File: src/rtl/rxq_pkg.sv
package rxq_pkg;

  typedef enum logic [2:0] {
    S_IDLE,
    S_RD,
    S_HOLD,
    S_FILL,
    S_WR0,
    S_WR1,
    S_STALL
  } rxqState_e;

  // Strobes from control to datapath
  typedef struct packed {
    logic ldBase;   // load list base, index to 0
    logic ldDesc;   // capture fetched word 0
    logic advance;  // step or wrap the entry index
    logic selWr1;   // second word of write-back pair
    logic sofBit;   // start-of-frame flag for word 1
    logic eofBit;   // end-of-frame flag for word 1
    logic setBna;   // owned descriptor seen
    logic bumpErr;  // frame dropped for lack of buffer
  } rxqStrobe_t;

endpackage

File: src/rtl/rxq_ctrl.sv
module rxq_ctrl
  import rxq_pkg::*;
(
  input  logic       clk,
  input  logic       rstN,
  input  logic       rxEn,
  input  logic       ptrWr,
  input  logic       frmStart,
  input  logic       addrAccept,
  input  logic       bufFull,
  input  logic       frmEnd,
  input  logic       frmErr,
  input  logic       memAck,
  input  logic       rdUsed,
  output logic       memReq,
  output logic       memWe,
  output logic       bufValid,
  output rxqStrobe_t st
);

  rxqState_e state, stateNxt;
  logic inFrame, inFrameNxt;
  logic firstBuf, firstBufNxt;
  logic eofPend, eofPendNxt;
  logic acceptFrm, cfgOk;

  assign acceptFrm = frmStart && addrAccept && rxEn;
  assign cfgOk     = ptrWr && !rxEn;

  always_comb begin
    stateNxt    = state;
    inFrameNxt  = inFrame;
    firstBufNxt = firstBuf;
    eofPendNxt  = eofPend;
    st          = '0;
    st.sofBit   = firstBuf;
    st.eofBit   = eofPend;
    st.selWr1   = (state == S_WR1);
    unique case (state)
      S_IDLE: begin
        if (cfgOk) st.ldBase = 1'b1;
        else if (rxEn) stateNxt = S_RD;
      end
      S_RD: begin
        if (memAck) begin
          if (rdUsed) begin
            st.setBna = 1'b1;
            if (inFrame) begin
              st.bumpErr = 1'b1;
              inFrameNxt = 1'b0;
            end
            stateNxt = S_STALL;
          end else begin
            st.ldDesc = 1'b1;
            stateNxt  = inFrame ? S_FILL : S_HOLD;
          end
        end
      end
      S_HOLD: begin
        if (cfgOk) begin
          st.ldBase = 1'b1;
          stateNxt  = S_IDLE;
        end else if (acceptFrm) begin
          inFrameNxt  = 1'b1;
          firstBufNxt = 1'b1;
          stateNxt    = S_FILL;
        end
      end
      S_FILL: begin
        if (frmErr) begin
          inFrameNxt = 1'b0;
          stateNxt   = S_IDLE;
        end else if (frmEnd) begin
          eofPendNxt = 1'b1;
          stateNxt   = S_WR0;
        end else if (bufFull) begin
          eofPendNxt = 1'b0;
          stateNxt   = S_WR0;
        end
      end
      S_WR0: begin
        if (memAck) stateNxt = S_WR1;
      end
      S_WR1: begin
        if (memAck) begin
          st.advance  = 1'b1;
          firstBufNxt = 1'b0;
          if (eofPend) begin
            inFrameNxt = 1'b0;
            stateNxt   = S_IDLE;
          end else begin
            stateNxt = S_RD;
          end
        end
      end
      S_STALL: begin
        if (cfgOk) begin
          st.ldBase = 1'b1;
          stateNxt  = S_IDLE;
        end else if (acceptFrm) begin
          inFrameNxt  = 1'b1;
          firstBufNxt = 1'b1;
          stateNxt    = S_RD;
        end
      end
      default: stateNxt = S_IDLE;
    endcase
  end

  always_ff @(posedge clk or negedge rstN) begin
    if (!rstN) begin
      state    <= S_IDLE;
      inFrame  <= 1'b0;
      firstBuf <= 1'b0;
      eofPend  <= 1'b0;
    end else begin
      state    <= stateNxt;
      inFrame  <= inFrameNxt;
      firstBuf <= firstBufNxt;
      eofPend  <= eofPendNxt;
    end
  end

  assign memReq   = (state == S_RD) || (state == S_WR0) || (state == S_WR1);
  assign memWe    = (state == S_WR0) || (state == S_WR1);
  assign bufValid = (state == S_HOLD) || (state == S_FILL);

  AST_REJECT_NO_WRITE: assert property (@(posedge clk) disable iff (!rstN)
    (state == S_HOLD && frmStart && !addrAccept && !ptrWr) |=> (state == S_HOLD && !memReq));
  AST_WRITE_PAIR: assert property (@(posedge clk) disable iff (!rstN)
    (state == S_WR0 && memAck) |=> (memReq && memWe));
  AST_NO_FETCH_DISABLED: assert property (@(posedge clk) disable iff (!rstN)
    (state == S_IDLE && !rxEn) |=> !memReq);
  AST_ERR_NO_WRITE: assert property (@(posedge clk) disable iff (!rstN)
    (state == S_FILL && frmErr) |=> (!memWe && !bufValid));

endmodule

File: src/rtl/rxq_dpath.sv
module rxq_dpath
  import rxq_pkg::*;
#(
  parameter int MAX_ENTRIES = 1024,
  parameter int CNT_W       = 8
) (
  input  logic             clk,
  input  logic             rstN,
  input  rxqStrobe_t       st,
  input  logic [31:0]      ptrWrData,
  input  logic [31:0]      memRdata,
  input  logic             bnaClr,
  input  logic             errCntRd,
  output logic [31:0]      memAddr,
  output logic [31:0]      memWdata,
  output logic [31:0]      qPtr,
  output logic [31:0]      bufAddr,
  output logic             bnaFlag,
  output logic             irq,
  output logic             frameDrop,
  output logic [CNT_W-1:0] errCnt
);

  localparam int IDX_W = (MAX_ENTRIES > 1) ? $clog2(MAX_ENTRIES) : 1;
  localparam int PAD_W = 32 - IDX_W - 3;
  localparam logic [IDX_W-1:0] LAST_IDX = IDX_W'(MAX_ENTRIES - 1);
  localparam logic [CNT_W-1:0] CNT_MAX  = '1;

  logic [31:0]      baseReg;
  logic [IDX_W-1:0] idx;
  logic [31:0]      descReg;
  logic             lastEntry;
  logic [CNT_W-1:0] cntBase;
  logic [CNT_W-1:0] cntNxt;

  // Entry is last when its wrap flag is set or the hard limit is reached
  assign lastEntry = descReg[1] || (idx == LAST_IDX);
  assign qPtr      = baseReg + {{PAD_W{1'b0}}, idx, 3'b000};
  assign memAddr   = st.selWr1 ? (qPtr + 32'd4) : qPtr;
  assign memWdata  = st.selWr1 ? {30'd0, st.eofBit, st.sofBit}
                               : {descReg[31:1], 1'b1};
  assign bufAddr   = {descReg[31:2], 2'b00};

  always_ff @(posedge clk or negedge rstN) begin
    if (!rstN) begin
      baseReg <= '0;
      idx     <= '0;
    end else if (st.ldBase) begin
      baseReg <= {ptrWrData[31:3], 3'b000};
      idx     <= '0;
    end else if (st.advance) begin
      idx <= lastEntry ? '0 : idx + 1'b1;
    end
  end

  always_ff @(posedge clk or negedge rstN) begin
    if (!rstN) descReg <= '0;
    else if (st.ldDesc) descReg <= memRdata;
  end

  always_ff @(posedge clk or negedge rstN) begin
    if (!rstN) begin
      bnaFlag   <= 1'b0;
      irq       <= 1'b0;
      frameDrop <= 1'b0;
    end else begin
      if (st.setBna) bnaFlag <= 1'b1;
      else if (bnaClr) bnaFlag <= 1'b0;
      irq       <= st.setBna;
      frameDrop <= st.bumpErr;
    end
  end

  always_comb begin
    cntBase = errCntRd ? '0 : errCnt;
    cntNxt  = cntBase;
    if (st.bumpErr && cntBase != CNT_MAX) cntNxt = cntBase + 1'b1;
  end

  always_ff @(posedge clk or negedge rstN) begin
    if (!rstN) errCnt <= '0;
    else errCnt <= cntNxt;
  end

  AST_PTR_ALIGNED: assert property (@(posedge clk) disable iff (!rstN)
    qPtr[2:0] == 3'b000);
  AST_ADV_STEP: assert property (@(posedge clk) disable iff (!rstN)
    (st.advance && !st.ldBase && !lastEntry) |=> qPtr == $past(qPtr) + 32'd8);
  AST_WRAP_BASE: assert property (@(posedge clk) disable iff (!rstN)
    (st.advance && !st.ldBase && lastEntry) |=> qPtr == baseReg);
  AST_BNA_SET: assert property (@(posedge clk) disable iff (!rstN)
    st.setBna |=> (bnaFlag && irq));
  AST_BNA_STICKY: assert property (@(posedge clk) disable iff (!rstN)
    (bnaFlag && !bnaClr) |=> bnaFlag);
  AST_CNT_STEP: assert property (@(posedge clk) disable iff (!rstN)
    (st.bumpErr && !errCntRd && errCnt != CNT_MAX) |=> errCnt == $past(errCnt) + 1'b1);
  AST_NO_OVERFLOW: assert property (@(posedge clk) disable iff (!rstN)
    (errCnt == CNT_MAX && !errCntRd) |=> errCnt == CNT_MAX);

endmodule

File: src/rtl/rx_desc_queue.sv
module rx_desc_queue
  import rxq_pkg::*;
#(
  parameter int MAX_ENTRIES = 1024,
  parameter int CNT_W       = 8
) (
  input  logic             clk,
  input  logic             rstN,
  input  logic             rxEn,
  input  logic             ptrWr,
  input  logic [31:0]      ptrWrData,
  input  logic             bnaClr,
  input  logic             errCntRd,
  input  logic             frmStart,
  input  logic             addrAccept,
  input  logic             bufFull,
  input  logic             frmEnd,
  input  logic             frmErr,
  output logic             memReq,
  output logic             memWe,
  output logic [31:0]      memAddr,
  output logic [31:0]      memWdata,
  input  logic [31:0]      memRdata,
  input  logic             memAck,
  output logic [31:0]      qPtr,
  output logic             bufValid,
  output logic [31:0]      bufAddr,
  output logic             bnaFlag,
  output logic             irq,
  output logic             frameDrop,
  output logic [CNT_W-1:0] errCnt
);

  rxqStrobe_t st;

  rxq_ctrl uCtrl (
    .clk       (clk),
    .rstN      (rstN),
    .rxEn      (rxEn),
    .ptrWr     (ptrWr),
    .frmStart  (frmStart),
    .addrAccept(addrAccept),
    .bufFull   (bufFull),
    .frmEnd    (frmEnd),
    .frmErr    (frmErr),
    .memAck    (memAck),
    .rdUsed    (memRdata[0]),
    .memReq    (memReq),
    .memWe     (memWe),
    .bufValid  (bufValid),
    .st        (st)
  );

  rxq_dpath #(
    .MAX_ENTRIES(MAX_ENTRIES),
    .CNT_W      (CNT_W)
  ) uDpath (
    .clk       (clk),
    .rstN      (rstN),
    .st        (st),
    .ptrWrData (ptrWrData),
    .memRdata  (memRdata),
    .bnaClr    (bnaClr),
    .errCntRd  (errCntRd),
    .memAddr   (memAddr),
    .memWdata  (memWdata),
    .qPtr      (qPtr),
    .bufAddr   (bufAddr),
    .bnaFlag   (bnaFlag),
    .irq       (irq),
    .frameDrop (frameDrop),
    .errCnt    (errCnt)
  );

endmodule

File: config.mk
export PLATFORM = sky130hd
export DESIGN_NAME = rx_desc_queue
export DESIGN_NICKNAME = d
export VERILOG_FILES = /design/src/rtl/rxq_pkg.sv /design/src/rtl/rxq_ctrl.sv /design/src/rtl/rxq_dpath.sv /design/src/rtl/rx_desc_queue.sv
export SDC_FILE = /design/constraint.sdc
export NUM_CORES = 1
export LEC_CHECK = 0
export BUFFER_PORTS_ARGS = -buffer_cell sky130_fd_sc_hd__buf_4
export CAP_MARGIN = 20
export CORE_ASPECT_RATIO = 0.6
export CORE_MARGIN = 2
export CORE_UTILIZATION = 49
export DETAILED_ROUTE_END_ITERATION = 8
export PLACE_DENSITY = 0.81
export SETUP_SLACK_MARGIN = 0.5
export SLEW_MARGIN = 20
export SYNTH_ARGS = -nofsm -noshare
export SYNTH_HDL_FRONTEND = slang
export SYNTH_SLANG_ARGS = --single-unit
File: constraint.sdc
create_clock -name clk -period 3.1 [get_ports clk]
set_input_delay 0.155 -clock clk [delete_from_list [all_inputs] [get_ports clk]]
set_output_delay 0.155 -clock clk [all_outputs]
set_load 0.05 [all_outputs]
# After elaboration in Yosys (flattened, before gate mapping)
# Index checks and enable logic that the tools add are counted.
[word_totals] ff_bits=88 input_bits=76 out_inout_bits=142 wordCells=107
[op_classes] add_sub_neg=4 eq_ne=21 n_mux=48 bitwise_logic=1 n_reduce_logical=22
[ops] operator="32-bit two-way mux" count=2
[ops] operator="3-bit two-way mux" count=13
[ops] operator="32-bit by 13-bit adder with 32-bit output" count=1
[ops] operator="32-bit by 3-bit adder with 32-bit output, second input constant" count=1
[ops] operator="10-bit two-way mux" count=3
[ops] operator="1-bit two-way mux" count=22
[ops] operator="3-bit case mux with 7 select lines" count=1
[ops] operator="2-bit inequality test, second input constant" count=9
[ops] operator="8-bit two-way mux" count=2
[ops] operator="8-bit AND reduction" count=2
[ops] operator="10-bit by 1-bit adder with 10-bit output, second input constant" count=1
[ops] operator="10-bit equality test, second input constant" count=1
[ops] operator="3-bit equality test, second input constant" count=3
[ops] operator="8-bit by 1-bit adder with 8-bit output, second input constant" count=1
[ops] operator="8-bit inequality test, second input constant" count=1
[ops] operator="2-bit nonzero test" count=4
[ops] operator="3-bit by 2-bit equality test with 1-bit output, second input constant" count=2
[ops] operator="2-bit two-way mux" count=3
[ops] operator="3-bit by 1-bit inequality test with 1-bit output, second input constant" count=2
[ops] operator="1-bit logical OR" count=5
[ops] operator="1-bit logical AND" count=4
[ops] operator="4-bit inequality test, second input constant" count=1
[ops] operator="1-bit case mux with 4 select lines" count=1
[ops] operator="4-bit AND reduction" count=1
[ops] operator="10 further kinds" count=10

# Logic depth before layout (Yosys ltp)
[depth] word_depth=6 depth_mapped=8 mapped_depth_nobuf=7

# By module
# Synthesis repeated with hierarchy kept, for this count alone.
[unflattened] hier_cells=476 hier_area_um2=5149.9
[by_module_without_submodules] mod="rxq_dpath" n_inst=1 cells_each=417 area_each_um2=4682.0 seq_area_each_um2=2026.9
[by_module_without_submodules] mod="rxq_ctrl" n_inst=1 cells_each=59 area_each_um2=467.9 seq_area_each_um2=150.1

# Worst setup path after synthesis
# Ideal clock, no wire load.
[synth_path] path_type="reg-to-output" from="register uDpath.idx[3]" to="output port qPtr[10]" arrival_ns=3.517 required_ns=2.945 setup_slack_ns=-0.572 stages_incl_launch_ff=7 n_path_buf=1 cell_sequence="dfrtp_1 -> ha_1 -> nand3_1 -> nor2_1 -> o21ai_0 -> o311ai_0 -> buf_4"
[synth_between] elab_chain_len=1
[synth_lines] item="start: declaration" line_no="rxq_dpath.sv:30" source="logic [IDX_W-1:0] idx;"
[synth_lines] item="start signal: assignment" line_no="rxq_dpath.sv:52" source="idx <= lastEntry ? '0 : idx + 1'b1;"
[synth_lines] item="32-bit by 13-bit adder with 32-bit output" line_no="rxq_dpath.sv:38" source="assign qPtr = baseReg + {{PAD_W{1'b0}}, idx, 3'b000};"
[synth_lines] item="end: declaration" line_no="rx_desc_queue.sv:25" source="output logic [31:0] qPtr,"
# No other way between the ends.

# Worst setup path in the final report
[layout_path] from="register uDpath.baseReg[3]" to="output port qPtr[17]"
[layout_between] elab_chain_len=1
[layout_lines] item="start: declaration" line_no="rxq_dpath.sv:29" source="logic [31:0] baseReg;"
[layout_lines] item="start signal: assignment" line_no="rxq_dpath.sv:49" source="baseReg <= {ptrWrData[31:3], 3'b000};"
[layout_lines] item="32-bit by 13-bit adder with 32-bit output" line_no="rxq_dpath.sv:38"
# No other way between the ends.

==> flow_summary.ini <==
[run_status]
outcome = finished clean

[global_route]
grt_overflow = 0
grt_pass1_wl_um = 21530
grt_usage_pct = 22.67
grt_pass1_vias = 4309
antenna_found_initial = 0
grt_max_degree = 88

[route]
finalWirelength_um = 13450
wl_per_cell_um = 16.52
via_per_inst = 5.138
drtIter0Drc = 249
ant_nets = 0
drc = 0
num_vias = 4182
first_pass_iters = 4

[worst_setup_path]
cp_top_family = compound AO/OA/AOI/OAI gates
crit_fanout = 6
critPathLaunchType = flop
critPathRequiredTime_ps = 2940
crit_type = reg2out
worstPathArrival_ps = 2620
crit_path_end_kind = output pin
cp_slowest_stage_delay_ps = 380
crit_buf_inv = 1
path_cells = ha_2 > fa_2 > a21o_1 > a221o_1 > a21o_4 > nor2b_4 > xnor2_4 > buf_6
cpMaxStageDelayCell = dfrtp_1

[place]
hpwlAfterDp_um = 9800
routabilityCongestion = 0.8116
port_buffers = 207
preCtsSetupSlack_ps = 418.7

[final_layout]
antennaDiodeCount = 0
num-nets-final = 759
drive_gt1_share_pct = 53.93
finalCoreUtilization_pct = 71.12
area_delta_synth_final_pct = 41.46

[logic_synthesis]
async_reset_ff_share_pct = 100.0
avgSynthCellArea_sq_um = 10.35
synth_edf_count = 0
synthFlopType = dfrtp_1
yosys_warnings = 0
netlist_area_sq_um = 5309
yosysUniqueCellTypes = 56
ys_seq_area_share_pct = 41.01
ys_ff_latch = 87
syn_inst = 513

[sta]
max_slew_margin_pct = 47.17
finalCriticalPeriod_ps = 2772
setup_violations = 0
layout_setup_ws_ps = 328.3
drv_slew = 0
finalHoldViolCount = 0
grt_setup_unrepaired = true
fin_crit_sh_pct = 89.41
finalClockSkew_ps = 8.043
tns_ps = 0
tightest_slew_ps = 792.4
fmax_mhz = 360.8

[min_path]
holdCritPathClass = in2reg

[die]
die_area_sq_um = 11710
start_util_pct = 50.28
die_y_um = 84.63
rows = 29
io_pins = 218
die_w_um = 138.4
core-area_sq_um = 10560

[cts]
h-tree-depth = 3
cts_root_buffer = clkbuf_16
cts.sinks = 87
cts_buffers = 9
clkTransAtPathRegs_ps = 70
cts_tree = done
clock_latency_ps = 340
cts_buffer_depth = 2

[flow_run]
max_cap_viol_count = 0
==> metrics by stage <==
step                      hold WS (ps)  std cells  instance area [sq um]
final                            20.79        814                   7510
after global routing             27.34        814                   7510
after CTS                        18.66        808                   7408
after detailed placement         372.4        785                   6824
after floorplan                 -140.6        519                   5709
after global placement           347.6        785                   6824
==> area by class of cell <==
cell class | count | area (sq um)
Clock buffer | 9 | 225.2
Clock inverter | 7 | 78.83
Fill cell | 760 | 3049
Inverter | 12 | 45.04
Multi-Input combinational cell | 337 | 3010
Sequential cell | 87 | 2177
Tap cell | 139 | 173.9
Timing Repair Buffer | 223 | 1799
==> path summary, 6_finish.rpt <==
path | endpoint | slack, ps | start | depth (start not counted)
worst min-delay path | uDpath.baseReg[23] | 20 | ptrWrData[23] | 3
worst min register to register | uDpath.descReg[28] | 530 | uDpath.descReg[28] | 1
worst max-delay path | qPtr[17] | 330 | uDpath.baseReg[3] | 8
max in group asynchronous | uDpath.baseReg[31] | 2080 | rstN | 2
min in group asynchronous | uDpath.descReg[7] | 470 | rstN | 2
worst max register to register | uDpath.idx[4] | 770 | uCtrl.state[2] | 5
==> tightest hold or removal path: stages <==
cell	delay, ps
buf_4	70
nand2_1	40
o21ai_0	60
==> cell usage after synthesis (2+ instances only) <==
cell	count	area [sq um]
a211oi_1	5	37.54
a21o_1	4	30.03
a21oi_1	14	70.07
a22o_1	5	43.79
a31o_2	2	17.52
and2_1	31	193.9
and3_1	3	18.77
buf_2	7	35.03
buf_4	69	518.0
buf_6	2	22.52
clkbuf_1	5	18.77
dfrtp_1	87	2177
ha_1	12	150.1
inv_1	12	45.04
mux2_2	62	698.2
mux2i_1	3	30.03
nand2_1	30	112.6
nand2b_1	2	12.51
nand3_1	19	95.09
nand4_1	5	31.28
nor2_1	28	105.1
nor2b_1	13	81.33
nor3_1	7	35.03
nor4_1	2	12.51
o21ai_0	21	105.1
o311ai_0	2	17.52
xnor2_1	18	157.7
xor2_1	15	131.4
==> what timing repair did <==
item | in CTS | in global routing
hold buffers | 0 | 1
hold endpoints to repair | 0 | 87
gates cloned | 0 | 0
pin swaps | 10 | 6
setup buffers | 7 | 5
setup endpoints to repair | 44 | 48
gates resized for setup | 50 | 6
==> kinds of logic (layout without fill, tap and decap cells) <==
logic type | after synthesis | count (layout) | synth area share (%)
adder cells (fa/ha/maj) | 13 | 13 | 3.205
multiplexers | 65 | 65 | 13.72
other | 1 | 7 | 0.07064
flip-flops | 87 | 87 | 41.01
AO/OA/AOI/OAI | 67 | 67 | 8.886
AND/OR/NAND/NOR | 152 | 152 | 15.63
XOR/XNOR | 33 | 33 | 5.444
buffers and inverters | 95 | 251 | 12.04
==> flip-flops by register name, indices dropped and copies added, names as in the netlist <==
signal	cells
uCtrl.state	3
uDpath.errCnt	8
uDpath.idx	10
uCtrl.inFrame	1
uDpath.bnaFlag	1
uDpath.baseReg	29
uCtrl.firstBuf	1
uDpath.irq	1
uDpath.frameDrop	1
uDpath.descReg	31
uCtrl.eofPend	1
==> per-layer routing <==
layer | up-vias | routed length (um) | global-route usage, %
li1 | 1994 | - | -
met2 | 121 | 6648 | 38.03
met1 | 2053 | 6070 | 30.47
met5 | - | 0 | 0
met4 | 0 | 117 | 6.030
met3 | 14 | 611 | 4.507
==> cell usage in the layout (no fill, tap or decap), types with 6 or more instances in the layout <==
cell / n
buf_4: 194
dfrtp_1: 87
mux2_2: 62
and2_1: 31
nand2_1: 28
buf_6: 26
nor2_1: 24
o21ai_0: 19
nand3_1: 16
a21oi_1: 13
inv_1: 12
nor2b_1: 12
xor2_4: 9
xnor2_1: 9
clkbuf_16: 9
nor3_1: 7
conb_1: 7
xnor2_2: 6
ha_4: 6
Power is left out: the tool's default activity adds up to more than one toggle a clock period on the data nets, which glitch-free logic cannot reach.
